<file path="config.mk">
export PLATFORM = sky130hd
export DESIGN_NAME = frame_lock_ctrl
export DESIGN_NICKNAME = d
export VERILOG_FILES = /design/src/rtl/lockctl_pkg.sv /design/src/rtl/flc_datapath.sv /design/src/rtl/flc_control.sv /design/src/rtl/frame_lock_ctrl.sv
export SDC_FILE = /design/constraint.sdc
export NUM_CORES = 1
export LEC_CHECK = 0
export CORE_ASPECT_RATIO = 0.8
export CORE_MARGIN = 1.5
export CORE_UTILIZATION = 45
export CTS_CLUSTER_DIAMETER = 60
export DETAILED_ROUTE_END_ITERATION = 10
export DONT_BUFFER_PORTS = 1
export GPL_ROUTABILITY_DRIVEN = 0
export PLACE_DENSITY = 0.63
export SYNTH_ARGS = -nofsm -noshare
export SYNTH_HDL_FRONTEND = slang
export SYNTH_SLANG_ARGS = --single-unit
</file>
<file path="constraint.sdc">
create_clock -name clk -period 3.9 [get_ports clk]
set_input_delay 0.585 -clock clk [delete_from_list [all_inputs] [get_ports clk]]
set_output_delay 0.585 -clock clk [all_outputs]
set_load 0.02 [all_outputs]
</file>
<file path="src/rtl/lockctl_pkg.sv">
package lockctl_pkg;
  typedef struct packed {
    logic clear;
    logic shiftEn;
    logic loadWord;
  } dpCtl_t;
endpackage

</file>
<file path="src/rtl/flc_datapath.sv">
module flc_datapath
  import lockctl_pkg::*;
#(
  parameter int DATA_W = 10
) (
  input  logic              clk,
  input  logic              rstN,
  input  dpCtl_t            dpCtl,
  input  logic              serBit,
  output logic              edgeFound,
  output logic [DATA_W-1:0] word
);
  logic [DATA_W-1:0] shiftReg;
  logic              lastBit;

  assign edgeFound = serBit & ~lastBit;

  always_ff @(posedge clk or negedge rstN) begin
    if (!rstN) begin
      shiftReg <= '0;
      word     <= '0;
      lastBit  <= 1'b1;
    end else if (dpCtl.clear) begin
      shiftReg <= '0;
      word     <= '0;
      lastBit  <= 1'b1;
    end else begin
      lastBit <= serBit;
      if (dpCtl.shiftEn) shiftReg <= {serBit, shiftReg[DATA_W-1:1]};
      if (dpCtl.loadWord) word <= shiftReg;
    end
  end
endmodule

</file>
<file path="src/rtl/flc_control.sv">
module flc_control
  import lockctl_pkg::*;
#(
  parameter int DATA_W      = 10,
  parameter int FRAME_W     = DATA_W + 2,
  parameter int ACQ_EDGES   = 2,
  parameter int VALID_EDGES = 2
) (
  input  logic   clk,
  input  logic   rstN,
  input  logic   pwrOn,
  input  logic   alignPulse,
  input  logic   edgeFound,
  output dpCtl_t dpCtl,
  output logic   locked,
  output logic   dataValid,
  output logic   rawPhase
);
  localparam int POS_W = $clog2(FRAME_W);
  localparam int HALF  = FRAME_W / 2;
  localparam int ACQ_W = $clog2(ACQ_EDGES + 1);
  localparam int VAL_W = $clog2(VALID_EDGES + 1);

  logic [POS_W-1:0] bitPos, curPos;
  logic [ACQ_W-1:0] goodCnt;
  logic [VAL_W-1:0] validCnt;
  logic             frameTick, midTick;

  assign curPos    = alignPulse ? '0 : bitPos;
  assign frameTick = (curPos == '0);
  assign midTick   = (curPos == POS_W'(HALF - 1));

  assign dpCtl.clear    = ~pwrOn;
  assign dpCtl.loadWord = frameTick;
  assign dpCtl.shiftEn  = (curPos >= POS_W'(1)) && (curPos <= POS_W'(DATA_W));

  assign rawPhase  = (bitPos >= POS_W'(HALF));
  assign dataValid = locked && (validCnt == VAL_W'(VALID_EDGES));

  always_ff @(posedge clk or negedge rstN) begin
    if (!rstN) begin
      bitPos   <= '0;
      goodCnt  <= '0;
      locked   <= 1'b0;
      validCnt <= '0;
    end else if (!pwrOn) begin
      bitPos   <= '0;
      goodCnt  <= '0;
      locked   <= 1'b0;
      validCnt <= '0;
    end else begin
      bitPos <= (curPos == POS_W'(FRAME_W - 1)) ? '0 : curPos + POS_W'(1);
      if (frameTick) begin
        if (!edgeFound) begin
          locked  <= 1'b0;
          goodCnt <= '0;
        end else if (!locked) begin
          if (goodCnt == ACQ_W'(ACQ_EDGES - 1)) begin
            locked  <= 1'b1;
            goodCnt <= '0;
          end else begin
            goodCnt <= goodCnt + ACQ_W'(1);
          end
        end
      end
      if (!locked) validCnt <= '0;
      else if (midTick && validCnt != VAL_W'(VALID_EDGES)) validCnt <= validCnt + VAL_W'(1);
    end
  end
endmodule

</file>
<file path="src/rtl/frame_lock_ctrl.sv">
module frame_lock_ctrl
  import lockctl_pkg::*;
#(
  parameter int DATA_W      = 10,
  parameter int ACQ_EDGES   = 2,
  parameter int VALID_EDGES = 2
) (
  input  logic              clk,
  input  logic              rstN,
  input  logic              pwrOn,
  input  logic              outEn,
  input  logic              strobeRise,
  input  logic              serBit,
  input  logic              alignPulse,
  output logic [DATA_W-1:0] dataOut,
  output logic              dataDrive,
  output logic              dataValid,
  output logic              strobeOut,
  output logic              strobeDrive,
  output logic              lockN,
  output logic              lockDrive
);
  localparam int FRAME_W = DATA_W + 2;

  dpCtl_t dpCtl;
  logic   edgeFound, locked, rawPhase;

  flc_datapath #(.DATA_W(DATA_W)) uDp (
    .clk(clk), .rstN(rstN), .dpCtl(dpCtl), .serBit(serBit),
    .edgeFound(edgeFound), .word(dataOut)
  );

  flc_control #(
    .DATA_W(DATA_W), .FRAME_W(FRAME_W),
    .ACQ_EDGES(ACQ_EDGES), .VALID_EDGES(VALID_EDGES)
  ) uCtl (
    .clk(clk), .rstN(rstN), .pwrOn(pwrOn), .alignPulse(alignPulse),
    .edgeFound(edgeFound), .dpCtl(dpCtl), .locked(locked),
    .dataValid(dataValid), .rawPhase(rawPhase)
  );

  assign lockN       = ~locked;
  assign lockDrive   = pwrOn;
  assign dataDrive   = pwrOn & outEn;
  assign strobeDrive = pwrOn & outEn;
  assign strobeOut   = strobeRise ? rawPhase : ~rawPhase;
endmodule

</file>
# Word level (Yosys, flattened, before mapping)
# Index checks and enable logic that the tools add are counted.
# word_totals
ff_bits	30
word_cells	54
# classes
addsub	3
n_lt_le_gt_ge	3
n_eq_ne	9
n_mux	22
bitwise	5
n_reduce_logical	5
# ops
op	n
$mux W10	4
$mux W2	8
$mux W4	3
$mux W1	7
$ne A3 B3 Y1 const B	2
$add A2 B1 Y2 const B	2
$add A4 B1 Y4 const B	1
$eq A4 B3 Y1 const B	1
$eq A4 B4 Y1 const B	1
$ge A4 B1 Y1 const B	1
$ge A4 B3 Y1 const B	1
$le A4 B4 Y1 const B	1
$logic_not A4 Y1	1
$ne A2 B1 Y1 const B	2
$logic_and A1 B1 Y1	3
$not A1 Y1	3
$and A1 B1 Y1	2
$eq A2 B1 Y1 const B	1
$eq A2 B2 Y1 const B	1
$ne A2 B2 Y1 const B	1
$reduce_and A2 Y1	1

# Logic depth before layout (Yosys ltp)
# Gate-level depths: netlist of run 1.
# logic_depth
depth_word	6
mapped_depth	5

# Cells and area by module
# From an unflattened synthesis of run 1, not the netlist that was laid out.
# unflattened
hier_cells	130
area_unflattened_um2	1421.4
# by_module_without_submodules
mod	n_inst	cells_per_inst	area_each_um2
flc_datapath	1	67	847.1
flc_control	1	58	540.5
frame_lock_ctrl	1	5	33.8

# Worst setup path after synthesis of run 1
# OpenSTA, ideal clock, no wires.
# synth_timing
path_type	in2out
startpoint	input pwrOn
endpoint	output strobeDrive
arrival_time_ns	1.238
required_ns	3.315
setup_slack_ns	2.077
stages	3
path_buffers	2
cell_sequence	clkbuf_1 > and2_1 > buf_4
# synth_between
elab_chain_cells	1
# synth_lines
element	line_no	text
from (decl)	frame_lock_ctrl.sv:10	input logic pwrOn,
$and A1 B1 Y1	--	
to (decl)	frame_lock_ctrl.sv:19	output logic strobeDrive,
# Every way passes these cells.

# Worst setup path after layout of run 1
# layout_timing
startpoint	register uCtl.bitPos[1]
endpoint	register uDp.shiftReg[3]
# layout_between
elab_chain_cells	4
word_cells_on_any_way	5
# layout_lines
element	line_no	text
from (decl)	flc_control.sv:24	logic [POS_W-1:0] bitPos, curPos;
from (signal assigned)	flc_control.sv:52	bitPos <= (curPos == POS_W'(FRAME_W - 1)) ? '0 : curPos + POS_W'(1);
$mux W4 (*)	flc_control.sv:29	assign curPos = alignPulse ? '0 : bitPos;
$ge A4 B1 Y1 / $le A4 B4 Y1 (equally long branches)	flc_control.sv:35	assign dpCtl.shiftEn = (curPos >= POS_W'(1)) && (curPos <= POS_W'(DATA_W));
$logic_and A1 B1 Y1 (*)	flc_control.sv:35	
$ne A2 B1 Y1 (no source line) (*)	--	
to (signal assigned)	flc_datapath.sv:29	if (dpCtl.shiftEn) shiftReg <= {serBit, shiftReg[DATA_W-1:1]};
to (decl)	flc_datapath.sv:13	logic [DATA_W-1:0] shiftReg;
# Mark *: on every way between the ends. The rest lies on a longest branch, timed or not.
# A chain may end at the register's enable or synchronous reset.

==> results of run 1 <==
-- final cells by class --
class,instances,area share
Sequential cell,30,0.485
Inverter,3,0.00727
Tap cell,38,0.0307
Clock buffer,8,0.0711
Timing Repair Buffer,1,0.0129
Multi-Input combinational cell,85,0.393
-- per-stage QoR --
| step | cell area, um^2 | instances |
|---|---|---|
| after floorplan | 1410 | 125 |
| after global placement | 1420 | 156 |
| after detailed placement | 1420 | 156 |
| after CTS | 1550 | 165 |
| after global routing | 1550 | 165 |
| final | 1550 | 165 |
-- layer usage --
metal,vias up,share of wire,GRT usage
li1,416,-,-
met1,439,0.48,0.203
met2,18,0.47,0.260
met3,0,0.055,0.0787
met4,0,0,0.0625
met5,-,0,0
-- cells by family (layout without fill, tap and decap cells) --
logic type	Yosys count	after routing	synth area share
compound gates	11	11	0.0568
fa+ha+maj	2	2	0.0177
simple gates	48	48	0.188
xor+xnor	2	2	0.0124
mux	22	22	0.156
buf+inv	10	12	0.0355
flops	30	30	0.533
-- power groups by stage --
| stage | Combinational [W] | Clock [W] | Sequential [W] |
|---|---|---|---|
| floorplan | 0.0000394 | 0 | 0.000327 |
| global route | 0.0000498 | 0.000315 | 0.000323 |
| finish | 0.0000447 | 0.000289 | 0.000322 |
| CTS | 0.0000459 | 0.000296 | 0.000322 |
| global placement | 0.0000366 | 0 | 0.000328 |
| detailed placement | 0.0000378 | 0 | 0.000328 |
-- state kept, by name, summed over array words and instances, names as in the netlist --
signal / cells
uCtl.bitPos: 4
uCtl.goodCnt: 2
uCtl.locked: 1
uCtl.validCnt: 2
uDp.lastBit: 1
uDp.shiftReg: 10
uDp.word: 10
-- cell usage in the layout, fill, tap and decap left out, drive strengths merged, types with 2 or more instances in the layout --
cell | netlist | final
nand2 | 16 | 16
and2 | 5 | 5
mux2i | 22 | 22
a21oi | 4 | 4
nor2 | 5 | 5
ha | 2 | 2
nand2b | 4 | 4
inv | 3 | 3
nor2b | 14 | 14
dfrtp | 29 | 29
clkbuf | 3 | 8
-- worst max-delay path by stage --
| stage | startpoint | endpoint | slack [ns] | depth (start not counted) |
|---|---|---|---|---|
| floorplan | pwrOn | strobeDrive | 2.08 | 3 |
| global placement | alignPulse | uDp.shiftReg[2]$_DFFE_PN0P_ | 1.74 | 4 |
| detailed placement | alignPulse | uDp.shiftReg[3]$_DFFE_PN0P_ | 1.72 | 4 |
| CTS | uCtl.bitPos[1]$_DFF_PN0_ | uDp.shiftReg[3]$_DFFE_PN0P_ | 1.89 | 4 |
| global route | uCtl.bitPos[1]$_DFF_PN0_ | uDp.shiftReg[3]$_DFFE_PN0P_ | 1.75 | 4 |
| finish | uCtl.bitPos[1]$_DFF_PN0_ | uDp.shiftReg[3]$_DFFE_PN0P_ | 1.92 | 4 |
==> out/metrics.cfg, run 1 <==
[status]
status = finished clean

[route]
dr.pass1.iters = 4
remaining_drc_errors = 0
final_antenna_net_count = 0
vias = 873
wl_per_cell_um = 14.6
vias_per_cell = 5.29
finalWirelength_mm = 2.41
initialDrtViolationCount = 26

[clock_network]
postCtsHoldBufs = 1
clkSinkCount = 30
root_buffer = clkbuf_8
cts_setup_buffers = 0
cts_buffers = 5
clk_pin_slew_ns = 0.06
cts_resized = 0
clock_latency_ns = 0.27
cts.path.max_buffers = 2
cts_tree = built
cts_htree_levels = 2

[worst_setup_path]
end_kind = flip-flop
r2r_start = uCtl.bitPos[1]$_DFF_PN0_
required_ns = 4.09
startpoint_type = flip-flop
arrival_ns = 2.17
r2r_end = uDp.shiftReg[3]$_DFFE_PN0P_
crit_slowest_cell = o22ai_1
path_delay_family = compound AO/OA/AOI/OAI gates
crit_path_max_fanout = 10
crit_chain = nand2b_1, ha_1, o22ai_1, mux2i_1
cp_num_buf_inv = 0
crit_type = reg -> reg
reg2reg_depth = 4
r2r_slack_ns = 1.92
max_stage_delay_ns = 0.87

[die]
initial_core_util = 0.491
die_area_um2 = 3480
core_um2 = 2870
rows = 17
die_w_um = 65.6
dieHeight_um = 53.1
ios = 23

[synthesis]
synth_flop_cell = dfrtp_1
yosysSeqAreaShare = 0.533
synth_top_area_frac = 0.515
synthCells = 125
synth-seq-cells = 30
yosys-top-cells-area = dfrtp_1 51%, mux2i_1 16%, nor2b_1 5.8%
ys_warn_count = 0
synth_area_leader_cell = dfrtp_1
synthTopCellsByCount = 29 x dfrtp_1, 22 x mux2i_1, 16 x nand2_1
synth_cell_type_count = 30
synth_edf_count = 0
synth_most_common_cell = dfrtp_1
synth-async-reset-ratio = 1.00
syn_avg_cell_area_um2 = 11.3
synth_nets = 134
synth_area_um2 = 1410

[sta]
fmax_mhz = 504
slew_headroom = 0.238
fin_skew_ns = 0.00643
rsz0062_at_grt = no
period_share = 0.509
whs_ns = 0.129
final_hold_viol_count = 0
setup_viol = 0
period_needed_ns = 1.98
tns_ns = 0
tightest_slew_ns = 1.14
slew_viol_final = 0
setup_ws_ns = 1.92

[power]
total_power_w = 0.000656
p_leak_nw = 0.688
power_frac_clock = 0.440
powerDensity_nw_per_um2 = 423
power.internal_w = 0.000515
power_frac_comb = 0.068
power_switching_w = 0.000141
swShare = 0.215
p_seq_frac = 0.492
ir_worst_vdd_mv = 0.291

[grt]
antenna_found_initial = 0
grtUsageTotal = 0.167
grt_pass1_wl_mm = 4.17
grt_max_degree = 34
overflow = 0
grt_pass1_vias = 915

[final_layout]
final_util = 0.539
drive_above_1_share = 0.118
fin_nets = 135
area_growth_pct = 9.85
fillCellCount = 237
insertedDiodeCount = 0
seq_area_um2 = 752
multi_input_area_um2 = 608

[placed_design]
port_buffers = 0
pre_cts_slack_ns = 1.72
hpwl_mm = 1.62

[min_path]
worst_hold_path_type = in -> async

[run]
cap_violations = 0

No activity file was read; power rests on OpenSTA's default activity.
==> run 2, diff against run 1 <==
ABC_AREA = 1   (was not set)
clock period = 1.95 ns   (was 3.9 ns; I/O delays follow)
==> out/metrics.cfg, run 2 <==
[status]
status = finished clean  ; unchanged

[sta]
setup_viol = 0  ; unchanged
final_hold_viol_count = 0  ; unchanged
fin_skew_ns = 0.00284  ; was 0.00643 ns
rsz0062_at_grt = no  ; unchanged
slew_headroom = 0.708  ; was 0.238
tns_ns = 0  ; unchanged
slew_viol_final = 0  ; unchanged
period_share = 0.808
period_needed_ns = 1.58
fmax_mhz = 634
tightest_slew_ns = 0.437  ; was 1.14 ns

[die]
ios = 23  ; unchanged
rows = 18  ; was 17
die_w_um = 66.6  ; was 65.6 um
dieHeight_um = 53.8  ; was 53.1 um
core_um2 = 3090  ; was 2870 um^2
initial_core_util = 0.471  ; was 0.491
die_area_um2 = 3580  ; was 3480 um^2

[worst_setup_path]
path_delay_family = flip-flops  ; was compound AO/OA/AOI/OAI gates
crit_type = reg -> out  ; was reg -> reg
crit_slowest_cell = dfrtp_1  ; was o22ai_1
required_ns = 1.66  ; was 4.09 ns
r2r_slack_ns = 0.45  ; was 1.92 ns
cp_num_buf_inv = 0  ; unchanged
reg2reg_depth = 6  ; was 4
startpoint_type = flip-flop  ; unchanged
arrival_ns = 1.28  ; was 2.17 ns
max_stage_delay_ns = 0.43  ; was 0.87 ns
r2r_end = uDp.shiftReg[9]$_DFFE_PN0P_  ; was uDp.shiftReg[3]$_DFFE_PN0P_
crit_path_max_fanout = 6  ; was 10
r2r_start = uCtl.bitPos[1]$_DFF_PN0_  ; unchanged
crit_chain = a21oi_1, xor2_1  ; was nand2b_1, ha_1, o22ai_1, mux2i_1
end_kind = output port  ; was flip-flop

[placed_design]
hpwl_mm = 2.01  ; was 1.62 mm
port_buffers = 0  ; unchanged

[clock_network]
cts_tree = built  ; unchanged
cts_resized = 0  ; unchanged
clock_latency_ns = 0.27  ; about the same
postCtsHoldBufs = 2  ; was 1
cts_htree_levels = 2  ; unchanged
root_buffer = clkbuf_8  ; unchanged
clk_pin_slew_ns = 0.06  ; about the same
clkSinkCount = 30  ; unchanged
cts_buffers = 5  ; unchanged
cts_setup_buffers = 0  ; unchanged
cts.path.max_buffers = 2  ; unchanged

[grt]
antenna_found_initial = 0  ; unchanged
grt_pass1_wl_mm = 4.75  ; was 4.17 mm
grt_max_degree = 31  ; was 34
grtUsageTotal = 0.186  ; was 0.167
overflow = 0  ; unchanged
grt_pass1_vias = 1052  ; was 915

[min_path]
worstHoldPathCells = 1
worst_hold_path_type = in -> reg  ; was in -> async
hp-start = serBit
holdPathEnd = uDp.lastBit$_DFF_PN1_

[synthesis]
synth_top_area_frac = 0.499  ; was 0.515
synthCells = 186  ; was 125
synthTopCellsByCount = 57 x nand2_1, 29 x dfrtp_1, 28 x nand3_1  ; was 29 x dfrtp_1, 22 x mux2i_1, 16 x nand2_1
synth-async-reset-ratio = 1.00  ; unchanged
synth_nets = 195  ; was 134
synth_most_common_cell = nand2_1  ; was dfrtp_1
synth_flop_cell = dfrtp_1  ; unchanged
yosysSeqAreaShare = 0.517  ; was 0.533
yosys-top-cells-area = dfrtp_1 50%, nand2_1 15%, nand3_1 9.6%  ; was dfrtp_1 51%, mux2i_1 16%, nor2b_1 5.8%
synth_area_um2 = 1450  ; was 1410 um^2
synth_cell_type_count = 20  ; was 30
ys_warn_count = 0  ; unchanged
synth_edf_count = 0  ; unchanged
synth_area_leader_cell = dfrtp_1  ; unchanged
synth-seq-cells = 30  ; unchanged
syn_avg_cell_area_um2 = 7.82  ; was 11.3 um^2

[power]
powerDensity_nw_per_um2 = 754  ; was 423 nW/um^2
p_leak_nw = 0.882  ; was 0.688 nW
ir_worst_vdd_mv = 0.399  ; was 0.291 mV
total_power_w = 0.00118  ; was 0.000656 W

[final_layout]
area_growth_pct = 7.92  ; was 9.85%
drive_above_1_share = 0.0802  ; was 0.118
fin_nets = 196  ; was 135
top_regs = uDp.shiftReg x10, uDp.word x10, uCtl.bitPos x4  ; unchanged
fillCellCount = 293  ; was 237
insertedDiodeCount = 0  ; unchanged
final_common_cell = nand2_1  ; was dfrtp_1
layout_common_cells = 57 x nand2_1, 29 x dfrtp_1, 28 x nand3_1  ; was 29 x dfrtp_1, 22 x mux2i_1, 16 x nand2_1

[route]
vias_per_cell = 5.05  ; was 5.29
final_antenna_net_count = 0  ; unchanged
vias = 1147  ; was 873
wl_per_cell_um = 12.4  ; was 14.6 um
finalWirelength_mm = 2.82  ; was 2.41 mm
initialDrtViolationCount = 48  ; was 26
remaining_drc_errors = 0  ; unchanged
dr.pass1.iters = 4  ; unchanged

[run]
cap_violations = 0  ; unchanged

-- run 2: cell count changes after synthesis, moves of 3 or more --
| cell | before | now |
|---|---|---|
| a21oi_1 | 2 | 6 |
| nand2b_1 | 3 | 0 |
| nand2_1 | 16 | 57 |
| buf_2 | 1 | 5 |
| nand3_1 | 0 | 28 |
| nor2_1 | 5 | 8 |
| inv_1 | 3 | 25 |
| o21ai_0 | 0 | 11 |
| nor2b_1 | 13 | 0 |
| clkbuf_1 | 3 | 0 |
| mux2i_1 | 22 | 0 |
| and2_1 | 5 | 0 |
-- run 2: routing by layer --
| metal | global-route usage | wire length [um] | vias up |
|---|---|---|---|
| met2 | 0.297 | 1300 | 35 |
| met3 | 0.0669 | 171 | 2 |
| met1 | 0.226 | 1320 | 525 |
| met4 | 0.0918 | 27 | 0 |
| met5 | 0 | 0 | - |
| li1 | - | - | 585 |
-- run 2: per-stage QoR --
step	instances	setup WS, ns	utilization	hold slack [ns]	instance area (um^2)
6_report	227	0.374	0.509	0.128	1570
5_1_grt	227	0.235	0.509	0.110	1570
4_1_cts	227	0.355	0.509	0.120	1570
3_5_place_dp	218	0.453	0.473	-0.00247	1460
3_3_place_gp	218	0.533	0.473	-0.00222	1460
2_1_floorplan	186	0.510	-	-0.00309	1450
-- run 2: kinds of logic after synthesis --
family,Yosys count,synth area share
xor gates and xnor gates,1,0.00603
and+or+nand+nor,98,0.284
DFF,30,0.517
adders and majority gates,2,0.0172
AOI/OAI and AO/OA,20,0.0731
buffers and inverters,35,0.102
-- run 2: worst max-delay path by stage --
stage                                              to  cells past startpoint                startpoint
after global placement    uDp.shiftReg[5]$_DFFE_PN0P_                      6  uCtl.bitPos[1]$_DFF_PN0_
after CTS                                   strobeOut                      2  uCtl.bitPos[1]$_DFF_PN0_
after detailed placement  uDp.shiftReg[5]$_DFFE_PN0P_                      6  uCtl.bitPos[1]$_DFF_PN0_
final                                       strobeOut                      2  uCtl.bitPos[1]$_DFF_PN0_
after floorplan                           strobeDrive                      5                     pwrOn
after global routing      uDp.shiftReg[5]$_DFFE_PN0P_                      6  uCtl.bitPos[1]$_DFF_PN0_
-- run 2: report_power, final --
part | internal, W | total (W) | leakage (nW) | switching (W)
clock | 0.000239 | 0.000456 | 0.0438 | 0.000217
sequential | 0.000634 | 0.000645 | 0.412 | 0.0000114
combinational | 0.0000228 | 0.0000820 | 0.426 | 0.0000592
total | 0.000895 | 0.00118 | 0.882 | 0.000288
-- run 2: worst register-to-register path: stages, from the launching register on --
cell     delay, ns
dfrtp_1       0.42
nand2_1       0.10
ha_1          0.19
nand3_1       0.29
nand2_2       0.21
nand2_1       0.10
nand2_1       0.06
-- run 2: area by class of cell --
cell class / instances / area [um^2] / share of cell area
timing repair buffer: 3 / 37.5 / 0.0239
clock buffer: 5 / 68.8 / 0.0439
multi-input combinational: 121 / 553 / 0.352
tap: 40 / 50.0 / 0.0319
clock inverter: 2 / 10.0 / 0.00638
sequential: 30 / 752 / 0.479
inverter: 26 / 97.6 / 0.0622
==> run 3, diff against run 2 <==
ABC_AREA = 0   (was 1)
PLACE_DENSITY = 0.65   (was 0.63)
clock period = 1.4 ns   (was 1.95 ns; I/O delays follow)
==> out/metrics.cfg, run 3 (synthesized netlist as in run 1, its figures left out) <==
[final_layout]
seq_area_um2 = 756  ; was 752 um^2
insertedDiodeCount = 0  ; unchanged
fillCellCount = 236  ; was 293
fin_nets = 150  ; was 196
drive_above_1_share = 0.303  ; was 0.0802
top_regs = uDp.shiftReg x10, uDp.word x10, uCtl.bitPos x4  ; unchanged
area_growth_pct = 24.2  ; was 7.92%
layout_common_cells = 26 x dfrtp_1, 22 x mux2i_1, 15 x nand2_1  ; was 57 x nand2_1, 29 x dfrtp_1, 28 x nand3_1
final_common_cell = dfrtp_1  ; was nand2_1
multi_input_area_um2 = 678  ; was 553 um^2
design_area_um2 = 1750  ; was 1570 um^2

[die]
ios = 23  ; unchanged
die_w_um = 65.6  ; was 66.6 um
dieHeight_um = 53.1  ; was 53.8 um
rows = 17  ; was 18
core_um2 = 2870  ; was 3090 um^2
initial_core_util = 0.491  ; was 0.471
die_area_um2 = 3480  ; was 3580 um^2

[worst_setup_path]
crit_chain = buf_6, a21oi_2, xor2_1, buf_4  ; was a21oi_1, xor2_1
max_stage_delay_ns = 0.42  ; was 0.43 ns
end_kind = output port  ; unchanged
startpoint_type = flip-flop  ; unchanged
arrival_ns = 1.29  ; was 1.28 ns
crit_type = reg -> out  ; unchanged
crit_slowest_cell = dfrtp_1  ; unchanged
required_ns = 1.19  ; was 1.66 ns
crit_path_max_fanout = 4  ; was 6
path_delay_family = flip-flops  ; unchanged
cp_num_buf_inv = 2  ; was 0

[power]
power_frac_clock = 0.402  ; was 0.385
p_seq_frac = 0.497  ; was 0.545
swShare = 0.241  ; was 0.243
p_leak_nw = 0.778  ; was 0.882 nW
powerDensity_nw_per_um2 = 1030  ; was 754 nW/um^2
power_switching_w = 0.000436  ; was 0.000288 W
ir_worst_vdd_mv = 0.658  ; was 0.399 mV
power.internal_w = 0.00137  ; was 0.000895 W
power_frac_comb = 0.100  ; was 0.069

[grt]
grt_pass1_vias = 912  ; was 1052
antenna_found_initial = 0  ; unchanged
grt_max_degree = 34  ; was 31
overflow = 0  ; unchanged
grt_pass1_wl_mm = 4.30  ; was 4.75 mm
grtUsageTotal = 0.176  ; was 0.186

[clock_network]
cts_buffers = 5  ; unchanged
clk_pin_slew_ns = 0.07  ; was 0.06 ns
cts_tree = built  ; unchanged
cts_htree_levels = 2  ; unchanged
clkSinkCount = 30  ; unchanged
root_buffer = clkbuf_8  ; unchanged
cts.path.max_buffers = 2  ; unchanged
clock_latency_ns = 0.29  ; was 0.27 ns

[sta]
fmax_mhz = 667
period_needed_ns = 1.50
tightest_slew_ns = 0.395  ; was 0.437 ns
setup_viol = 6  ; was 0
setup_ws_ns = -0.0994  ; was 0.374 ns
period_share = 1.07
slew_headroom = 0.739  ; was 0.708
final_hold_viol_count = 0  ; unchanged
rsz0062_at_grt = yes  ; was no
fin_skew_ns = 0.0107  ; was 0.00284 ns
slew_viol_final = 0  ; unchanged

[route]
vias = 903  ; was 1147
finalWirelength_mm = 2.70  ; was 2.82 mm
remaining_drc_errors = 0  ; unchanged
vias_per_cell = 5.02  ; was 5.05
initialDrtViolationCount = 36  ; was 48
final_antenna_net_count = 0  ; unchanged
dr.pass1.iters = 4  ; unchanged
wl_per_cell_um = 15.0  ; was 12.4 um

[placed_design]
hpwl_mm = 1.69  ; was 2.01 mm
port_buffers = 0  ; unchanged
placed_cell_area_um2 = 1500  ; was 1460 um^2
pre_cts_slack_ns = -0.0871  ; was 0.453 ns

[status]
status = finished with violations  ; was finished clean
violations = setup timing

[min_path]
worst_hold_path_type = in -> reg  ; unchanged

[run]
cap_violations = 0  ; unchanged

==> run 3: changes by cell type in the layout (fill, tap and decap cells not counted), sizes merged, moves of 2 or more <==
cell / before / now
nand2b: 0 / 4
buf: 2 / 14
inv: 26 / 3
nor2: 8 / 5
mux2i: 0 / 22
and2: 0 / 5
nand3: 28 / 0
nand2: 59 / 16
nor2b: 0 / 14
a21oi: 6 / 4
o21ai: 13 / 0
==> run 3: path summary, 6_finish.rpt <==
kind / from / to / slack (ns) / cells after the start
setup / recovery: uCtl.bitPos[2]$_DFF_PN0_ / strobeOut / -0.1 / 4
hold / removal: serBit / uDp.lastBit$_DFF_PN1_ / 0.03 / 1
setup reg to reg: uCtl.bitPos[2]$_DFF_PN0_ / uCtl.validCnt[1]$_DFFE_PN0P_ / -0.09 / 4
hold reg to reg: uCtl.goodCnt[1]$_DFFE_PN0P_ / uCtl.goodCnt[1]$_DFFE_PN0P_ / 0.49 / 1
max in group asynchronous: rstN / uDp.lastBit$_DFF_PN1_ / 0.81 / 2
min in group asynchronous: rstN / uDp.shiftReg[1]$_DFFE_PN0P_ / 0.35 / 2
==> run 3: metrics by stage <==
stage / cells / total power [W] / setup TNS [ns] / utilization / hold slack, ns
after CTS: 179 / 0.00180 / -0.196 / 0.583 / 0.0258
after floorplan: 125 / 0.00102 / -0.0278 / - / -0.0856
after detailed placement: 166 / 0.00104 / -0.327 / 0.521 / -0.0849
after global routing: 180 / 0.00189 / -1.12 / 0.610 / 0.0277
final: 180 / 0.00181 / -0.217 / 0.610 / 0.0270
after global placement: 166 / 0.00103 / -0.0512 / 0.521 / -0.0850
==> run 3: layer usage <==
| metal | vias to the layer above | wire, um | track usage |
|---|---|---|---|
| li1 | 450 | - | - |
| met5 | - | 0 | 0 |
| met1 | 431 | 1300 | 0.225 |
| met2 | 22 | 1240 | 0.255 |
| met3 | 0 | 166 | 0.0915 |
| met4 | 0 | 0 | 0.0625 |
==> run 3: power groups by stage <==
stage,Sequential [W],Combinational [W],Clock (W)
2_1_floorplan,0.000910,0.000110,0
6_report,0.000899,0.000181,0.000727
3_3_place_gp,0.000912,0.000122,0
5_1_grt,0.000901,0.000195,0.000794
4_1_cts,0.000896,0.000158,0.000750
3_5_place_dp,0.000913,0.000125,0
==> run 3: final cells by class <==
cell class / count / share of cell area
clock inverter: 2 / 0.00714
clock buffer: 6 / 0.0471
inverter: 3 / 0.00643
timing repair buffer: 16 / 0.0936
multi-input combinational: 85 / 0.387
sequential: 30 / 0.431
tap: 38 / 0.0271
==> run 3: what timing repair did <==
| action | 4_1_cts | 5_1_grt |
|---|---|---|
| hold buffers | 3 | 0 |
| pin swaps | 3 | 4 |
| buffers inserted | 2 | 1 |
| endpoints found under the setup margin | 12 | 25 |
| gates resized for setup | 7 | 19 |
| endpoints found under the hold margin | 31 | 0 |
